==> config.mk <==
export PLATFORM = sky130hd
export DESIGN_NAME = arb_tx_unit
export DESIGN_NICKNAME = d
export VERILOG_FILES = /design/src/rtl/arb_tx_pkg.sv /design/src/rtl/arb_tx_ctrl.sv /design/src/rtl/arb_tx_datapath.sv /design/src/rtl/arb_tx_unit.sv
export SDC_FILE = /design/constraint.sdc
export NUM_CORES = 1
export LEC_CHECK = 0
export BUFFER_PORTS_ARGS = -buffer_cell sky130_fd_sc_hd__buf_2
export CELL_PAD_IN_SITES_DETAIL_PLACEMENT = 0
export CELL_PAD_IN_SITES_GLOBAL_PLACEMENT = 1
export CORE_MARGIN = 4
export CORE_UTILIZATION = 39
export CTS_CLUSTER_SIZE = 12
export DETAILED_ROUTE_END_ITERATION = 10
export PLACE_DENSITY = 0.81
export SKIP_CTS_REPAIR_TIMING = 1
export SLEW_MARGIN = 20
export SYNTH_ARGS = -nofsm -noshare
export SYNTH_HDL_FRONTEND = slang
export SYNTH_SLANG_ARGS = --single-unit
export TNS_END_PERCENT = 30
==> constraint.sdc <==
create_clock -name clk -period 1.8 [get_ports clk]
set_clock_uncertainty 0.2 [all_clocks]
set_input_delay 0.36 -clock clk [delete_from_list [all_inputs] [get_ports clk]]
set_output_delay 0.36 -clock clk [all_outputs]
set_load 0.01 [all_outputs]
==> src/rtl/arb_tx_pkg.sv <==
package arb_tx_pkg;
  typedef struct packed {
    logic load;     // accept a new byte
    logic sample;   // compare bit with line (clock rising)
    logic advance;  // move to next bit (clock falling)
    logic finish;   // last bit completed (clock falling)
  } ctrl_strobes_t;
endpackage

==> src/rtl/arb_tx_ctrl.sv <==
module arb_tx_ctrl
  import arb_tx_pkg::*;
#(
  parameter int BITS = 8
) (
  input  logic          clk,
  input  logic          rstN,
  input  logic          sclIn,
  input  logic          loadStb,
  output ctrl_strobes_t strb,
  output logic          busy
);
  localparam int CW = (BITS > 1) ? $clog2(BITS) : 1;
  localparam logic [CW-1:0] LAST = CW'(BITS - 1);

  logic          sclQ;
  logic          haveSample;
  logic [CW-1:0] bitCnt;
  logic          sclRise, sclFall, endBit;

  assign sclRise = sclIn & ~sclQ;
  assign sclFall = ~sclIn & sclQ;
  assign endBit  = busy & sclFall & haveSample;

  always_comb begin
    strb.load    = loadStb & ~busy;
    strb.sample  = busy & sclRise;
    strb.advance = endBit & (bitCnt != LAST);
    strb.finish  = endBit & (bitCnt == LAST);
  end

  always_ff @(posedge clk or negedge rstN) begin
    if (!rstN) begin
      sclQ       <= 1'b0;
      busy       <= 1'b0;
      haveSample <= 1'b0;
      bitCnt     <= '0;
    end else begin
      sclQ <= sclIn;
      if (strb.load) begin
        busy       <= 1'b1;
        bitCnt     <= '0;
        haveSample <= 1'b0;
      end else begin
        if (strb.finish) busy <= 1'b0;
        if (strb.advance) bitCnt <= bitCnt + 1'b1;
        if (strb.sample) haveSample <= 1'b1;
        else if (sclFall) haveSample <= 1'b0;
      end
    end
  end
endmodule

==> src/rtl/arb_tx_datapath.sv <==
module arb_tx_datapath
  import arb_tx_pkg::*;
#(
  parameter int BITS = 8
) (
  input  logic            clk,
  input  logic            rstN,
  input  ctrl_strobes_t   strb,
  input  logic            busy,
  input  logic [BITS-1:0] loadByte,
  input  logic            sdaIn,
  input  logic            slaveEn,
  input  logic            lostClear,
  input  logic            startDet,
  output logic            sdaOe,
  output logic            arbLost,
  output logic            byteDone,
  output logic            slaveRxReq
);
  localparam int MSB = BITS - 1;

  logic [BITS-1:0] shiftReg;
  logic            lostByte;
  logic            lossNow;
  logic            clearReq;

  assign lossNow  = strb.sample & ~lostByte & shiftReg[MSB] & ~sdaIn;
  assign clearReq = lostClear | startDet;
  assign sdaOe    = busy & ~lostByte & ~shiftReg[MSB];

  always_ff @(posedge clk or negedge rstN) begin
    if (!rstN) begin
      shiftReg   <= '1;
      lostByte   <= 1'b0;
      arbLost    <= 1'b0;
      slaveRxReq <= 1'b0;
      byteDone   <= 1'b0;
    end else begin
      byteDone <= strb.finish;
      if (strb.load) shiftReg <= loadByte;
      else if (strb.advance) shiftReg <= {shiftReg[MSB-1:0], 1'b1};

      if (strb.load) lostByte <= 1'b0;
      else if (lossNow) lostByte <= 1'b1;

      if (lossNow) arbLost <= 1'b1;
      else if (clearReq) arbLost <= 1'b0;

      if (lossNow && slaveEn) slaveRxReq <= 1'b1;
      else if (clearReq) slaveRxReq <= 1'b0;
    end
  end
endmodule

==> src/rtl/arb_tx_unit.sv <==
module arb_tx_unit
  import arb_tx_pkg::*;
#(
  parameter int BITS = 8
) (
  input  logic            clk,
  input  logic            rstN,
  input  logic            sclIn,
  input  logic            sdaIn,
  input  logic            loadStb,
  input  logic [BITS-1:0] loadByte,
  input  logic            slaveEn,
  input  logic            lostClear,
  input  logic            startDet,
  output logic            sdaOe,
  output logic            arbLost,
  output logic            byteDone,
  output logic            slaveRxReq
);
  ctrl_strobes_t strb;
  logic          busy;

  arb_tx_ctrl #(.BITS(BITS)) i_ctrl (
    .clk(clk), .rstN(rstN), .sclIn(sclIn), .loadStb(loadStb),
    .strb(strb), .busy(busy)
  );

  arb_tx_datapath #(.BITS(BITS)) i_dp (
    .clk(clk), .rstN(rstN), .strb(strb), .busy(busy),
    .loadByte(loadByte), .sdaIn(sdaIn), .slaveEn(slaveEn),
    .lostClear(lostClear), .startDet(startDet),
    .sdaOe(sdaOe), .arbLost(arbLost), .byteDone(byteDone),
    .slaveRxReq(slaveRxReq)
  );
endmodule

After elaboration in Yosys (flattened, before gate mapping)
Cells that the tools add are included.
{"block": "op_classes", "n_div": 0, "muxes": 14, "addsub": 1, "n_mul": 0, "shifts": 0, "reduce_logical": 7, "n_bitwise": 20, "magnitude_cmp": 0, "eq_ne": 2}
{"operator": "8-bit 2-to-1 mux", "count": 2}
{"operator": "1-bit AND", "count": 13}
{"operator": "1-bit 2-to-1 mux", "count": 10}
{"operator": "2-bit nonzero test", "count": 5}
{"operator": "3-bit 2-to-1 mux", "count": 2}
{"operator": "1-bit inverter", "count": 6}
{"operator": "3-bit by 1-bit adder with 3-bit output (second input constant)", "count": 1}
{"operator": "3-bit == test (second input constant)", "count": 1}
{"operator": "3-bit != test (second input constant)", "count": 1}
{"operator": "3-bit nonzero test", "count": 1}
{"operator": "1-bit logical AND", "count": 1}
{"operator": "1-bit bitwise OR", "count": 1}
{"block": "word_totals", "mem_count": 0, "latch_bits": 0, "rom_bits": 0, "regBits": 18, "mem_bits_rw": 0}

Logic depth before layout (Yosys ltp)
{"block": "depth", "depth_word": 8, "depth_mapped": 5, "mapped_depth_nobuf": 4}

Hierarchy
A second synthesis with hierarchy kept.
{"block": "hier_totals", "hier_cells": 73, "hier_area_um2": 827.0}
{"mod": "arb_tx_datapath", "seq_area_each_um2": 310.3, "cells_per_inst": 44, "n_inst": 1, "area_each_um2": 528.0}
{"mod": "arb_tx_ctrl", "seq_area_each_um2": 150.1, "cells_per_inst": 29, "n_inst": 1, "area_each_um2": 299.0}

Least setup slack after synthesis
OpenSTA, ideal clock, no wires.
{"block": "synth_path", "path_type": "register to register", "from": "reg i_ctrl.bitCnt[0]", "to": "reg i_dp.shiftReg[1]", "path_stages_with_launch": 5, "n_path_buf": 0, "arrival_time_ns": 1.315, "setup_time_ns": 0.077, "required_time_ns": 1.523, "path_slack_ns": 0.207, "cell_sequence": "dfrtp_1 > ha_1 > ha_1 > or3_1 > a31oi_1"}
{"block": "synth_via", "elab_chain_len": 3}
{"element": "start: declaration", "line_no": "arb_tx_ctrl.sv:18", "text": "logic [CW-1:0] bitCnt;"}
{"element": "start signal: assignment", "line_no": "arb_tx_ctrl.sv:46", "text": "if (strb.advance) bitCnt <= bitCnt + 1'b1;"}
{"element": "3-bit != test", "line_no": "arb_tx_ctrl.sv:28", "text": "strb.advance = endBit & (bitCnt != LAST);"}
{"element": "1-bit AND", "line_no": "arb_tx_ctrl.sv:28"}
{"element": "2-bit nonzero test (no line)"}
{"element": "end signal: assignment", "line_no": "arb_tx_datapath.sv:40", "text": "if (strb.load) shiftReg <= loadByte;"}
{"element": "end signal: assignment", "line_no": "arb_tx_datapath.sv:41", "text": "else if (strb.advance) shiftReg <= {shiftReg[MSB-1:0], 1'b1};"}
{"element": "end: declaration", "line_no": "arb_tx_datapath.sv:22", "text": "logic [BITS-1:0] shiftReg;"}
No other way between the ends.
A chain may end at the register's enable or synchronous reset.

Worst setup path in the final report
Ends and elaborated chain as after synthesis.

==> flow_metrics.py <==
metrics = {
    "final_layout": {
        "final_layout_size_suffix_gt1_share_pct": 34.0,
        "num-nets-final": 125,
        "stdcell_area_sq_mm": 0.00102,
        "stdcell_count": 133,
        "syn2layout_area_growth_pct": 19.1,
        "antenna_cells": 0,
    },
    "yosys": {
        "synthCells": 84,
        "synthArstFlopShare_pct": 100,
        "syn_area_sq_um": 857,
        "synth_top_area_share_pct": 29.2,
        "synth-main-ff-cell": "dfrtp_1",
        "avgSynthCellArea_sq_um": 10.2,
        "ys_ff_latch": 18,
        "synth_area_leaders": "dfrtp_1 (29%), dfstp_2 (25%), a31oi_1 (5.8%)",
        "post_synth_num_cell_types": 27,
        "yosysSeqAreaShare_pct": 53.7,
        "yosysWarnings": 0,
        "ys_top_cells_by_count": "nor2_1 (12), dfrtp_1 (10), a31oi_1 (8), dfstp_2 (8), o21ai_0 (8)",
        "yosysMostFrequentCell": "nor2_1",
        "synth_top_cell_by_area": "dfrtp_1",
        "synth_edf_count": 0,
        "synth.net_count": 102,
    },
    "detailed_routing": {
        "drt_iter0_drc": 5,
        "first_pass_iters": 4,
        "ant_nets": 0,
        "wl_microns": 1650,
        "wl_per_cell_microns": 12.4,
        "vias": 707,
        "drc": 0,
        "via_per_inst": 5.32,
    },
    "worst_setup_path": {
        "r2r_slack_ns": 0.16,
        "r2r_cells": 4,
        "endpoint_kind": "flop",
        "crit_required_ns": 1.82,
        "crit_arrival_ns": 1.66,
        "reg2reg_to": "i_dp.shiftReg[1]",
        "r2r-start": "i_ctrl.bitCnt[0]",
        "critPathLaunchType": "flop",
        "critPathKind": "reg -> reg",
        "cp_max_fo": 8,
    },
    "power_and_ir_drop": {
        "power.density_mw_per_mm2": 1250,
        "p_sw_share_pct": 31.3,
        "p_sw_w": 0.000400,
        "p_leak_nw": 0.474,
        "vdd_drop_max_uv": 862,
        "clockPowerShare_pct": 16.0,
        "internal_power_w": 0.000876,
        "p_seq_share_pct": 53.9,
        "pwr-share-comb_pct": 30.1,
    },
    "global_routing": {
        "grt_usage_pct": 12.7,
        "grt_pass1_vias": 625,
        "grt.overflow.total": 0,
        "grtUsageMet1_pct": 16.1,
        "grt_busiest_layer": "met2",
        "antenna_found_initial": 0,
        "grt_max_degree": 22,
        "met3_usage_pct": 5.72,
        "met2_usage_pct": 19.9,
        "grt_pass1_wl_microns": 2720,
    },
    "floorplanning": {
        "dieArea_sq_mm": 0.00301,
        "boundaryPins": 20,
        "die_x_microns": 54.9,
        "die_y_microns": 54.9,
        "initial_core_util_pct": 42.4,
        "core-area_sq_mm": 0.00202,
        "rows": 16,
    },
    "placement": {
        "portBuffers": 19,
        "gp_congestion": 0.705,
        "hpwl_microns": 1190,
        "placedCellCount": 128,
        "postPlaceCellArea_sq_um": 982,
    },
    "sta": {
        "tns_ns": 0,
        "finalCritPeriodShare_pct": 90.9,
        "max_freq_ghz": 0.611,
        "hold_viol": 0,
        "tightestPinTransition_ns": 0.389,
        "rsz0062_at_grt": "no",
        "setup_viol": 0,
        "slew_violations": 0,
        "fin_crit_ns": 1.64,
        "slew_headroom_pct": 74.0,
    },
    "hold_path": {
        "hold_end": "i_ctrl.sclQ",
        "holdPathStages": 1,
        "min-delay-start": "sclIn",
        "worstHoldPathType": "in -> reg",
    },
    "status": {
        "outcome": "finished clean",
    },
    "job": {
        "maxCapViolations": 0,
    },
    "cts": {
        "clock_sinks": 18,
        "clock_latency_ns": 0.28,
        "cts-root-buf": "clkbuf_4",
        "cts.path.max_buffers": 2,
        "numCtsBuffers": 3,
        "path_clk_slew_ns": 0.10,
        "cts_tree": "yes",
        "htreeDepth": 1,
    },
}
-- power by group through the flow --
stage,Sequential (W),Clock (W),Combinational [W]
floorplan,0.000670,0,0.000296
global placement,0.000694,0,0.000378
detailed placement,0.000691,0,0.000389
CTS,0.000687,0.000219,0.000389
global route,0.000714,0.000233,0.000456
finish,0.000688,0.000204,0.000384
-- cell families (layout without fill, tap and decap cells) --
kind of cell / after synthesis / after routing / synth area share, %
AOI/OAI and AO/OA: 27 / 27 / 19.4
adders and majority gates: 2 / 2 / 2.92
buffers and inverters: 10 / 32 / 5.26
DFF: 18 / 18 / 53.7
and+or+nand+nor: 27 / 27 / 18.7
-- per-stage QoR --
step / worst slack (ns) / hold slack (ns) / util (%) / total power (W)
after CTS: 0.0882 / -0.217 / 49.9 / 0.00130
final: 0.163 / 0.0312 / 50.5 / 0.00128
after global placement: 0.177 / 0.108 / 48.6 / 0.00107
after detailed placement: 0.107 / 0.110 / 48.6 / 0.00108
after global routing: 0.0504 / 0.0211 / 50.5 / 0.00140
after floorplan: 0.207 / -0.136 / - / 0.000966
-- registers in the layout, summed over array words and instances, names as in the netlist --
| name | count |
|---|---|
| i_ctrl.haveSample | 1 |
| i_ctrl.sclQ | 1 |
| i_dp.lostByte | 1 |
| i_dp.arbLost | 1 |
| i_dp.slaveRxReq | 1 |
| i_dp.byteDone | 1 |
| i_ctrl.bitCnt | 3 |
| i_ctrl.busy | 1 |
| i_dp.shiftReg | 8 |
-- area by class of cell --
cell class | instances | area, sq um
inverters | 5 | 18.8
clock buffers | 4 | 26.3
multi-input cells | 56 | 354
repair buffers | 23 | 128
well taps | 27 | 33.8
fillers | 196 | 1000
flip-flops and latches | 18 | 460
-- critical path, cell delays in order, from the launching register on --
cell,delay (ns)
dfrtp_1,0.41
ha_1,0.21
ha_2,0.21
or3_1,0.37
a31oi_1,0.16
-- placed cells by master (no fill, tap or decap), types with 2 or more instances in the layout --
cell	instances
nor2_1	12
dfstp_2	8
dfrtp_1	10
buf_2	19
a31oi_1	8
clkbuf_4	3
nand3b_1	6
buf_4	3
o21ai_1	2
o21ai_0	8
inv_1	5
o211ai_1	3
nand2b_1	2
-- worst max path at each step --
stage	from	to
after global placement	i_ctrl.bitCnt[0]	i_dp.shiftReg[1]
after global routing	i_ctrl.bitCnt[0]	i_dp.shiftReg[1]
after CTS	i_ctrl.bitCnt[0]	i_dp.shiftReg[1]
after detailed placement	i_ctrl.bitCnt[0]	i_dp.shiftReg[1]
final	i_ctrl.bitCnt[0]	i_dp.shiftReg[1]
after floorplan	i_ctrl.bitCnt[0]	i_dp.shiftReg[1]
-- per-layer routing --
| layer | up-vias | routed length, microns |
|---|---|---|
| met5 | - | 0 |
| met4 | 0 | 4 |
| met3 | 2 | 105 |
| met2 | 21 | 803 |
| met1 | 340 | 741 |
| li1 | 344 | - |
Note: power is estimated with default switching activity, not from simulation.
